[src/rtl/pccfg_pkg.sv]
package pccfg_pkg;

   // register offsets from the configuration base; a neighbour decodes these
   localparam int OFS_OPT  = 0;
   localparam int OFS_STAT = 2;
   localparam int OFS_PIN  = 4;
   localparam int OFS_SOCK = 6;

   // option register
   localparam logic [7:0] OPT_WMASK   = 8'hCF;
   localparam int         OPT_SRST_B  = 7;
   localparam int         OPT_LEVEL_B = 6;
   localparam int         MODE_W      = 6;

   // status register
   localparam logic [7:0] STAT_KEEP = 8'h82;
   localparam logic [7:0] STAT_LOAD = 8'h74;
   localparam int         STAT_INT_B = 1;
   localparam int         STAT_PDN_B = 2;

   // pin replacement register
   localparam int         PIN_RDY_B  = 5;
   localparam logic [7:0] PIN_CONST  = 8'h0C;

   // device-control bits held here
   localparam int DC_IDIS_B = 1;
   localparam int DC_SRST_B = 2;

   typedef enum logic [2:0] {
      SEL_NONE,
      SEL_ROM,
      SEL_OPT,
      SEL_STAT,
      SEL_PIN,
      SEL_SOCK
   } sel_e;

endpackage

[src/rtl/pccfg_decode.sv]
module pccfg_decode
   import pccfg_pkg::*;
#(
   parameter int AW      = 12,
   parameter int BASE    = 'h200,
   parameter int ROM_LEN = 16,
   localparam int IDXW   = (ROM_LEN > 1) ? $clog2(ROM_LEN) : 1
) (
   input  logic [AW-1:0]   addr,
   output sel_e            sel,
   output logic [IDXW-1:0] rom_idx
);

   localparam logic [AW-1:0] BASE_A = AW'(BASE);

   logic [AW-1:0] ofs;

   assign ofs     = addr - BASE_A;
   assign rom_idx = IDXW'(addr);

   always_comb begin
      sel = SEL_NONE;
      if (addr < BASE_A) begin
         if (32'(addr) < ROM_LEN) sel = SEL_ROM;
      end else begin
         case (32'(ofs))
            OFS_OPT:  sel = SEL_OPT;
            OFS_STAT: sel = SEL_STAT;
            OFS_PIN:  sel = SEL_PIN;
            OFS_SOCK: sel = SEL_SOCK;
            default:  sel = SEL_NONE;
         endcase
      end
   end

endmodule

[src/rtl/pccfg_rom.sv]
module pccfg_rom #(
   parameter int                   ROM_LEN   = 16,
   parameter logic [8*ROM_LEN-1:0] ROM_IMAGE = '0,
   localparam int                  IDXW      = (ROM_LEN > 1) ? $clog2(ROM_LEN) : 1
) (
   input  logic [IDXW-1:0] idx,
   output logic [7:0]      data
);

   generate
      if (ROM_LEN == 0) begin : g_empty
         assign data = 8'h00;
      end else begin : g_mux
         always_comb begin
            data = 8'h00;
            for (int i = 0; i < ROM_LEN; i++) begin
               if (32'(idx) == i) data = ROM_IMAGE[8*i +: 8];
            end
         end
      end
   endgenerate

endmodule

[src/rtl/pccfg_regs.sv]
module pccfg_regs
   import pccfg_pkg::*;
(
   input  logic       clk,
   input  logic       rst_n,
   input  logic       wr_opt,
   input  logic       wr_stat,
   input  logic [7:0] wdata,
   input  logic       dsk_irq,
   input  logic       dc_we,
   input  logic [7:0] dc_wdata,
   output logic [7:0] opt_q,
   output logic [7:0] stat_q,
   output logic       rdy_q,
   output logic       dc_idis_q,
   output logic       dc_srst_q,
   output logic       pulse_q
);

   logic [7:0] stat_d;
   logic       pdn_flip;

   assign pdn_flip = wr_stat && (stat_q[STAT_PDN_B] != wdata[STAT_PDN_B]);

   always_comb begin
      stat_d = stat_q;
      if (wr_stat) stat_d = (stat_q & STAT_KEEP) | (wdata & STAT_LOAD);
      stat_d[STAT_INT_B] = dsk_irq;
   end

   always_ff @(posedge clk) begin
      if (!rst_n) begin
         opt_q     <= 8'h00;
         stat_q    <= 8'h00;
         rdy_q     <= 1'b0;
         dc_idis_q <= 1'b0;
         dc_srst_q <= 1'b0;
         pulse_q   <= 1'b0;
      end else begin
         if (wr_opt) opt_q <= wdata & OPT_WMASK;
         stat_q  <= stat_d;
         if (pdn_flip) rdy_q <= 1'b1;
         if (dc_we) begin
            dc_idis_q <= dc_wdata[DC_IDIS_B];
            dc_srst_q <= dc_wdata[DC_SRST_B];
         end
         pulse_q <= wr_opt && wdata[OPT_SRST_B];
      end
   end

endmodule

[src/rtl/pccfg_irq.sv]
module pccfg_irq
   import pccfg_pkg::*;
(
   input  logic [7:0] stat_q,
   input  logic [7:0] opt_q,
   input  logic       dc_idis_q,
   input  logic       dc_srst_q,
   output logic       host_irq
);

   // status interrupt bit is active low toward the host
   assign host_irq = !stat_q[STAT_INT_B] && !dc_idis_q && !dc_srst_q
                     && !opt_q[OPT_SRST_B];

endmodule

[src/rtl/pccard_cfg_regs.sv]
module pccard_cfg_regs
   import pccfg_pkg::*;
#(
   parameter int                   AW        = 12,
   parameter int                   BASE      = 'h200,
   parameter int                   ROM_LEN   = 16,
   parameter logic [8*ROM_LEN-1:0] ROM_IMAGE = {
      8'h0F, 8'h0E, 8'h0D, 8'h0C, 8'h0B, 8'h0A, 8'h09, 8'h08,
      8'h07, 8'h06, 8'h05, 8'h04, 8'h03, 8'h02, 8'h01, 8'h00}
) (
   input  logic                  clk,
   input  logic                  rst_n,
   input  logic [AW-1:0]         attr_addr,
   input  logic                  attr_we,
   input  logic [7:0]            attr_wdata,
   output logic [7:0]            attr_rdata,
   input  logic                  dc_we,
   input  logic [7:0]            dc_wdata,
   input  logic                  dsk_irq,
   output logic                  host_irq,
   output logic                  srst_pulse,
   output logic [MODE_W-1:0]     opt_mode,
   output logic                  opt_level_irq
);

   localparam int IDXW = (ROM_LEN > 1) ? $clog2(ROM_LEN) : 1;

   generate
      if (BASE + OFS_SOCK >= (1 << AW)) begin : g_chk_base
         $error("configuration registers do not fit the address width");
      end
      if (ROM_LEN > BASE) begin : g_chk_rom
         $error("ROM image overlaps the configuration registers");
      end
   endgenerate

   sel_e            sel;
   logic [IDXW-1:0] rom_idx;
   logic [7:0]      rom_data;
   logic [7:0]      opt_q;
   logic [7:0]      stat_q;
   logic            rdy_q;
   logic            dc_idis;
   logic            dc_srst;

   pccfg_decode #(.AW(AW), .BASE(BASE), .ROM_LEN(ROM_LEN)) u_dec (
      .addr    (attr_addr),
      .sel     (sel),
      .rom_idx (rom_idx)
   );

   pccfg_rom #(.ROM_LEN(ROM_LEN), .ROM_IMAGE(ROM_IMAGE)) u_rom (
      .idx  (rom_idx),
      .data (rom_data)
   );

   pccfg_regs u_regs (
      .clk       (clk),
      .rst_n     (rst_n),
      .wr_opt    (attr_we && (sel == SEL_OPT)),
      .wr_stat   (attr_we && (sel == SEL_STAT)),
      .wdata     (attr_wdata),
      .dsk_irq   (dsk_irq),
      .dc_we     (dc_we),
      .dc_wdata  (dc_wdata),
      .opt_q     (opt_q),
      .stat_q    (stat_q),
      .rdy_q     (rdy_q),
      .dc_idis_q (dc_idis),
      .dc_srst_q (dc_srst),
      .pulse_q   (srst_pulse)
   );

   pccfg_irq u_irq (
      .stat_q    (stat_q),
      .opt_q     (opt_q),
      .dc_idis_q (dc_idis),
      .dc_srst_q (dc_srst),
      .host_irq  (host_irq)
   );

   always_comb begin
      case (sel)
         SEL_ROM:  attr_rdata = rom_data;
         SEL_OPT:  attr_rdata = opt_q;
         SEL_STAT: begin
            attr_rdata = stat_q;
            if (dc_idis) attr_rdata[STAT_INT_B] = 1'b0;
         end
         SEL_PIN:  attr_rdata = PIN_CONST | (8'(rdy_q) << PIN_RDY_B);
         default:  attr_rdata = 8'h00;
      endcase
   end

   assign opt_mode      = opt_q[MODE_W-1:0];
   assign opt_level_irq = opt_q[OPT_LEVEL_B];

endmodule

[config.mk]
export PLATFORM = sky130hd
export DESIGN_NAME = pccard_cfg_regs
export DESIGN_NICKNAME = d
export VERILOG_FILES = /design/src/rtl/pccfg_pkg.sv /design/src/rtl/pccfg_decode.sv /design/src/rtl/pccfg_rom.sv /design/src/rtl/pccfg_regs.sv /design/src/rtl/pccfg_irq.sv /design/src/rtl/pccard_cfg_regs.sv
export SDC_FILE = /design/constraint.sdc
export NUM_CORES = 1
export LEC_CHECK = 0
export BUFFER_PORTS_ARGS = -buffer_cell sky130_fd_sc_hd__buf_2
export CAP_MARGIN = 20
export CORE_UTILIZATION = 28
export CTS_CLUSTER_SIZE = 30
export DETAILED_ROUTE_END_ITERATION = 8
export PLACE_DENSITY = 0.57
export SYNTH_ARGS = -nofsm -noshare
export SYNTH_HDL_FRONTEND = slang
export SYNTH_SLANG_ARGS = --single-unit
[constraint.sdc]
create_clock -name clk -period 4.2 [get_ports clk]
set_input_delay 0.42 -clock clk [delete_from_list [all_inputs] [get_ports clk]]
set_output_delay 0.42 -clock clk [all_outputs]
set_load 0.02 [all_outputs]
* Word-level counts from Yosys, hierarchy flattened
Index checks and enable logic that the tools add are counted.
** Cells by class
- Add/subtract/negate cells :: 1
- Order comparisons :: 2
- Eq/ne operators :: 23
- Mux-type cells :: 20
- Bitwise logic cells :: 1
- Reduce and logical (&&, ||, !) cells :: 12
** Operator list (number)
- 4-bit equality test, second input constant :: 8
- 4-bit 2-to-1 mux :: 8
- 8-bit one-hot mux with 4 select lines :: 1
- 12-bit by 3-bit equality test with 1-bit output, second input constant :: 2
- 4-bit by 3-bit equality test with 1-bit output, second input constant :: 4
- 3-bit 2-to-1 mux :: 5
- 12-bit by 2-bit equality test with 1-bit output, second input constant :: 1
- 12-bit logical NOT :: 1
- 12-bit by 10-bit < comparator with 1-bit output, second input constant :: 1
- 12-bit by 5-bit < comparator with 1-bit output, second input constant :: 1
- 3-bit one-hot mux with 4 select lines :: 1
- 12-bit by 10-bit subtractor with 12-bit output, second input constant :: 1
- 4-bit by 2-bit equality test with 1-bit output, second input constant :: 2
- 8-bit by 7-bit bitwise OR with 8-bit output :: 1
- 1-bit logical AND :: 7
- 3-bit by 2-bit equality test with 1-bit output, second input constant :: 2
- 4-bit by 1-bit equality test with 1-bit output, second input constant :: 1
- 1-bit logical NOT :: 4
- 2-bit 2-to-1 mux :: 2
- 3-bit by 1-bit equality test with 1-bit output, second input constant :: 1
- 3-bit equality test, second input constant :: 1
- 1-bit 2-to-1 mux :: 3
- 1-bit != test :: 1
** Word-level totals
- Register bits :: 18
- Output and inout port bits :: 17
- Word-level logic and storage cells :: 66

* Logic depth before layout (Yosys ltp)
Gate-level depths: netlist of the first run.
- Depth in word-level cells :: 17
- Gate-level depth with buffers :: 7

* Modules after synthesis
From an unflattened synthesis of the first run, not the netlist that was laid out.
** Second synthesis, totals
- Cell total of the unflattened synthesis :: 117
- Area total of the unflattened synthesis :: 1077.3 sq um
** By module, submodules not included
- pccfg_regs :: times used 1, cells each 54, area an instance 601.8 sq um, sequential area each 300.3 sq um
- pccard_cfg_regs :: times used 1, cells each 34, area an instance 297.8 sq um, sequential area each 0.0 sq um
- pccfg_decode :: times used 1, cells each 19, area an instance 116.4 sq um, sequential area each 0.0 sq um
- pccfg_rom :: times used 1, cells each 9, area an instance 48.8 sq um, sequential area each 0.0 sq um
- pccfg_irq :: times used 1, cells each 1, area an instance 12.5 sq um, sequential area each 0.0 sq um

* Least setup slack after synthesis of the first run
Ideal clock, no wire load.
- Path kind :: in2out
- From :: input attr_addr[9]
- To :: output attr_rdata[5]
- Data arrival time :: 1.761 ns
- Required time :: 3.780 ns
- Setup slack :: 2.019 ns
- Stages on the path :: 6
- Path buffers :: 2
- Path through :: or4_4 nand2b_2 buf_6 buf_6 nand3b_1 a211oi_2
** On the way
- Word-level cells in the longest chain between the ends :: 6
- Elaborated cells on any way between the ends :: 15
** RTL lines
- start, declared :: line pccard_cfg_regs.sv:13 : input logic [AW-1:0] attr_addr,
- 12-bit by 10-bit subtractor with 12-bit output :: line pccfg_decode.sv:18 : assign ofs = addr - BASE_A;
- 12-bit by 3-bit equality test with 1-bit output, or another cell as far along :: line pccfg_decode.sv:26 : case (32'(ofs))
- 3-bit one-hot mux with 4 select lines :: line pccfg_decode.sv:26
- 3-bit 2-to-1 mux (*) :: line pccfg_decode.sv:23 : if (addr < BASE_A) begin
- 3-bit equality test, or another cell as far along :: line pccard_cfg_regs.sv:83 : case (sel)
- 8-bit one-hot mux with 4 select lines (*) :: line pccard_cfg_regs.sv:83
- end, declared :: line pccard_cfg_regs.sv:16 : output logic [7:0] attr_rdata,
Mark *: on every way between the ends. The rest lies on a longest branch, timed or not.

* Final worst setup path of the first run
- From :: input attr_addr[9]
- To :: output attr_rdata[7]
The elaborated chain is that of the path after synthesis.

==> impl_metrics.json, run 1 <==
{
  "clk_latency_ns": 0.28,
  "grt_pass1_wl_microns": 4120,
  "p_comb_frac": 0.171,
  "yosys.area.top_type": "dfxtp_1",
  "synthCells": 116,
  "regArea_sq_um": 300,
  "power.density_mw_per_mm2": 233,
  "fmax_ghz": 0.406,
  "fin_nets": 184,
  "cts_buffers": 3,
  "crit_type": "in -> out",
  "post_synth.cell_area_avg_sq_um": 8.40,
  "dieArea_sq_mm": 0.00372,
  "r2r_slack_ns": 3.35,
  "diodes": 0,
  "period_share": 0.587,
  "vias": 1015,
  "area_delta_synth_final_pct": 20.5,
  "fillers": 365,
  "power_frac_clock": 0.301,
  "p_sw_frac": 0.282,
  "yosys_warnings": 0,
  "power_leakage_nw": 0.478,
  "tightestPinTransition_ns": 0.827,
  "clk_pin_slew_ns": 0.09,
  "cts_tree": "done",
  "period_minus_slack_ns": 2.47,
  "peakVddDrop_uv": 190,
  "min_path_type": "in -> reg",
  "core_sq_mm": 0.00334,
  "setup_tns_ns": 0,
  "rows": 21,
  "drtAntennaViolNets": 0,
  "ctsResizeCount": 0,
  "post_cts_buffers": 0,
  "post-place-ws_ns": 1.75,
  "avgRoutedWirePerCell_microns": 13.2,
  "netlist_area_sq_um": 975,
  "ios": 50,
  "hold_viol": 0,
  "netlist_top_cells_area": "dfxtp_1, o31ai_1, a21oi_1",
  "io_buffer_count": 41,
  "drt_wl_total_microns": 2570,
  "yosysUniqueCellTypes": 34,
  "root_buffer": "clkbuf_4",
  "p_switching_mw": 0.0774,
  "synth_top_area_frac": 0.308,
  "setup_viol": 0,
  "crit_required_ns": 3.78,
  "cp-end-kind": "primary output",
  "worst_slack_ns": 1.73,
  "grt_usage": 0.151,
  "worstPathArrival_ns": 2.05,
  "drt_iter0_drc": 45,
  "hold_buffers": 0,
  "place_hpwl_microns": 1880,
  "grt_max_degree": 17,
  "place.gp.congestion": 0.742,
  "gr-total-overflow": 0,
  "die_y_microns": 61,
  "start_util": 0.292,
  "async_flop_share": 0,
  "finClkSkew_ns": 0.00147,
  "drt_pass1_iterations": 4,
  "seq_power_share": 0.528,
  "cts.htree.levels": 1,
  "intPower_mw": 0.197,
  "multi_input_area_sq_um": 566,
  "crit_fanout": 13,
  "status": "completed",
  "cts_sinks": 15,
  "viasPerCell": 5.21,
  "total_power_mw": 0.274,
  "fin_util": 0.352,
  "drc": 0,
  "synth.most_common_cell": "dfxtp_1",
  "rsz0062_at_grt": "false",
  "grt_pass1_vias": 897,
  "synth_commonest_cells": "dfxtp_1, a21oi_1, nand4_1, o31ai_1, nor2_1",
  "ys_seq_elements": 15,
  "cts_buffer_depth": 2,
  "synthFlopType": "dfxtp_1",
  "synth-edff-count": 0,
  "ys_seq_area_frac": 0.308,
  "slew_violations": 0,
  "start_kind": "input pin",
  "maxCapViolCount": 0,
  "antenna_found_initial": 0,
  "relSlewSlack": 0.446,
  "drive_above_1_share": 0.362,
  "die_x_microns": 61
}
power groups by stage:
stage	registers, mW	clock network, mW	logic [mW]
floorplan	0.148	0	0.0274
global placement	0.148	0	0.0460
detailed placement	0.148	0	0.0471
CTS	0.145	0.0879	0.0474
global route	0.145	0.0912	0.0521
finish	0.145	0.0826	0.0470
flip-flops by register name, indices dropped and copies added, names as in the netlist:
register	count
u_regs.pulse_q	1
u_regs.dc_idis_q	1
u_regs.rdy_q	1
u_regs.stat_q	5
u_regs.dc_srst_q	1
u_regs.opt_q	6
cells in the final DEF (no fill, tap or decap), types with 4 or more instances in the layout:
cell type,synthesis,final
nand4_1,10,10
buf_2,3,41
dfxtp_1,15,15
o31ai_1,10,10
nand3_1,4,4
nor2_1,7,7
nand2_1,6,6
a21oi_1,13,13
per-layer routing:
layer	global-route usage	vias up	part of all wire	wire, microns
li1	-	497	-	-
met1	0.195	477	0.44	1140
met2	0.251	37	0.48	1240
met3	0.0192	4	0.059	152
met4	0.0682	0	0.013	34
met5	0	-	0	0
path summary, 6_finish.rpt:
check | to | startpoint | depth (start not counted)
worst max-delay path | attr_rdata[7] | attr_addr[9] | 8
worst min register to register | u_regs.stat_q[4]$_SDFFE_PN0P_ | u_regs.stat_q[4]$_SDFFE_PN0P_ | 2
worst min-delay path | u_regs.stat_q[1]$_SDFF_PN0_ | dsk_irq | 2
worst max register to register | u_regs.rdy_q$_SDFFE_PN0P_ | u_regs.stat_q[2]$_SDFFE_PN0P_ | 3
kinds of logic (layout without fill, tap and decap cells):
kind of cell | Yosys count | after routing | synth area share
simple gates | 46 | 46 | 0.306
compound gates | 31 | 31 | 0.205
buf+inv | 17 | 49 | 0.116
flops | 15 | 15 | 0.308
mux | 3 | 3 | 0.0308
xor+xnor | 2 | 2 | 0.0180
fa+ha+maj | 1 | 1 | 0.0128
other cells | 1 | 2 | 0.00385
critical path: stages:
cell    delay (ns)
buf_2         0.12
inv_1         0.06
ha_1          0.20
xor2_1        0.16
or3b_4        0.47
nor2_1        0.24
and3_1        0.20
buf_2         0.16
cell type report:
| type | instances | area share |
|---|---|---|
| clock buffers | 3 | 0.0192 |
| clock inverters | 1 | 0.00426 |
| inverters | 3 | 0.00958 |
| multi-input cells | 85 | 0.481 |
| flip-flops and latches | 15 | 0.256 |
| well taps | 46 | 0.0490 |
| repair buffers | 42 | 0.181 |
metrics by stage:
stage	cell area [sq um]	std cells	hold slack (ns)
6_report	1170	195	0.338
5_1_grt	1170	195	0.329
4_1_cts	1170	195	0.328
3_5_place_dp	1150	191	0.460
3_3_place_gp	1150	191	0.447
2_1_floorplan	978	117	0.440
No activity file was read; power rests on OpenSTA's default activity.
==> inputs of run 2 (changes only) <==
--- a/config.mk
+++ b/config.mk
@@ -10,7 +10,7 @@
 export CORE_UTILIZATION = 28
 export CTS_CLUSTER_SIZE = 30
 export DETAILED_ROUTE_END_ITERATION = 8
-export PLACE_DENSITY = 0.57
+export PLACE_DENSITY = 0.59
 export SYNTH_ARGS = -nofsm -noshare
 export SYNTH_HDL_FRONTEND = slang
 export SYNTH_SLANG_ARGS = --single-unit
==> constraint.sdc (replaced) <==
create_clock -name clk -period 2.2 [get_ports clk]
set_input_delay 0.22 -clock clk [delete_from_list [all_inputs] [get_ports clk]]
set_output_delay 0.22 -clock clk [all_outputs]
set_load 0.02 [all_outputs]
==> impl_metrics.json, run 2 (synthesis gave the netlist of run 1 again) <==
{
  "ctsResizeCount": 0,
  "crit_type": "in -> out",
  "final_common_cell": "buf_2",
  "rsz0062_at_grt": "false",
  "crit_start": "attr_addr[9]",
  "largest_register_ffs": 6,
  "finClkSkew_ns": 0.000152,
  "cp-end-kind": "primary output",
  "drt_pass1_iterations": 4,
  "die_y_microns": 61,
  "finalInstanceArea_sq_mm": 0.00121,
  "status": "completed",
  "grt_max_degree": 14,
  "gr-total-overflow": 0,
  "place.gp.congestion": 0.762,
  "fin_util": 0.363,
  "p_sw_frac": 0.270,
  "fillers": 369,
  "maxCapViolCount": 0,
  "vias": 1002,
  "intPower_mw": 0.383,
  "p_comb_frac": 0.179,
  "cts_buffers": 3,
  "peakVddDrop_uv": 337,
  "ios": 50,
  "cp-endpoint": "attr_rdata[4]",
  "r2r_slack_ns": 1.36,
  "hold_buffers": 0,
  "avgRoutedWirePerCell_microns": 12.9,
  "grt_pass1_wl_microns": 4150,
  "start_util": 0.292,
  "post_cts_buffers": 0,
  "dieArea_sq_mm": 0.00372,
  "period_share": 0.888,
  "post-place-ws_ns": 0.225,
  "fin_nets": 189,
  "diodes": 0,
  "grt_usage": 0.151,
  "drt_iter0_drc": 63,
  "setup_viol": 0,
  "worst_slack_ns": 0.245,
  "reg2reg_from": "u_regs.stat_q[2]$_SDFFE_PN0P_",
  "clk_pin_slew_ns": 0.08,
  "drc": 0,
  "total_power_mw": 0.524,
  "drt_wl_total_microns": 2580,
  "power.density_mw_per_mm2": 433,
  "regArea_sq_um": 300,
  "worstPathArrival_ns": 1.73,
  "die_x_microns": 61,
  "layout_common_cells": "buf_2, dfxtp_1, a21oi_1",
  "viasPerCell": 5.01,
  "multi_input_area_sq_um": 566,
  "root_buffer": "clkbuf_4",
  "min_path_type": "in -> reg",
  "rows": 21,
  "fmax_ghz": 0.512,
  "crit_fanout": 8,
  "clk_latency_ns": 0.28,
  "drtAntennaViolNets": 0,
  "largest_register": "u_regs.opt_q",
  "top_regs": "u_regs.opt_q (6), u_regs.stat_q (5)",
  "core_sq_mm": 0.00334,
  "slew_violations": 0,
  "cts_sinks": 15,
  "place_hpwl_microns": 2000,
  "grt_pass1_vias": 951,
  "seq_power_share": 0.527,
  "power_frac_clock": 0.295,
  "hold_viol": 0,
  "power_leakage_nw": 0.500,
  "placedInstanceArea_sq_mm": 0.00118,
  "antenna_found_initial": 0,
  "cts_tree": "done",
  "reg2reg_to": "u_regs.rdy_q$_SDFFE_PN0P_",
  "period_minus_slack_ns": 1.95,
  "area_delta_synth_final_pct": 24.3,
  "start_kind": "input pin",
  "cts_buffer_depth": 2,
  "setup_tns_ns": 0,
  "p_switching_mw": 0.142,
  "cts.htree.levels": 1,
  "crit_required_ns": 1.98,
  "r2r_cells": 3,
  "io_buffer_count": 41,
  "drive_above_1_share": 0.377
}
==> run 2: changes by cell type in the layout (fill, tap and decap cells not counted), sizes merged <==
cell	change
buf	+5
clkinv	-1
clkbuf	+1
==> run 2: critical path, cell delays in order <==
cell and delay (ns):
buf_2 0.12, inv_1 0.07, ha_1 0.27, nand2b_1 0.06, or3b_4 0.45, nor2_1 0.19, and3_1 0.19, buf_2 0.16
==> run 2: final cells by class <==
class,count,share of cell area
flip-flops and latches,15,0.248
repair buffers,47,0.207
clock buffers,4,0.0217
well taps,46,0.0475
inverters,3,0.00930
multi-input cells,85,0.467
==> run 2: how the worst min path moves through the flow <==
stage,start,end,slack [ns],cells after the start
after floorplan,rst_n,u_regs.stat_q[1]$_SDFF_PN0_,0.34,1
after CTS,dsk_irq,u_regs.stat_q[1]$_SDFF_PN0_,0.13,2
final,dsk_irq,u_regs.stat_q[1]$_SDFF_PN0_,0.14,2
after global placement,dsk_irq,u_regs.stat_q[1]$_SDFF_PN0_,0.43,2
after detailed placement,dsk_irq,u_regs.stat_q[1]$_SDFF_PN0_,0.43,2
after global routing,dsk_irq,u_regs.stat_q[1]$_SDFF_PN0_,0.14,2
==> run 2: power groups by stage <==
stage               logic [mW]  clock network (mW)  registers (mW)
finish                  0.0936               0.154           0.276
global route             0.103               0.171           0.277
CTS                     0.0940               0.166           0.276
detailed placement      0.0934                   0           0.283
global placement        0.0918                   0           0.282
floorplan               0.0522                   0           0.282
==> run 2: stage by stage <==
step / hold slack [ns] / std cells
finish: 0.145 / 200
global route: 0.145 / 200
CTS: 0.134 / 200
detailed placement: 0.431 / 196
global placement: 0.432 / 196
floorplan: 0.342 / 117
==> run 2: layer usage <==
| metal | global-route usage | wire length (microns) | share of wire |
|---|---|---|---|
| met4 | 0.0584 | 15 | 0.0058 |
| met1 | 0.195 | 1170 | 0.45 |
| met5 | 0 | 0 | 0 |
| met3 | 0.0149 | 120 | 0.047 |
| met2 | 0.259 | 1280 | 0.49 |
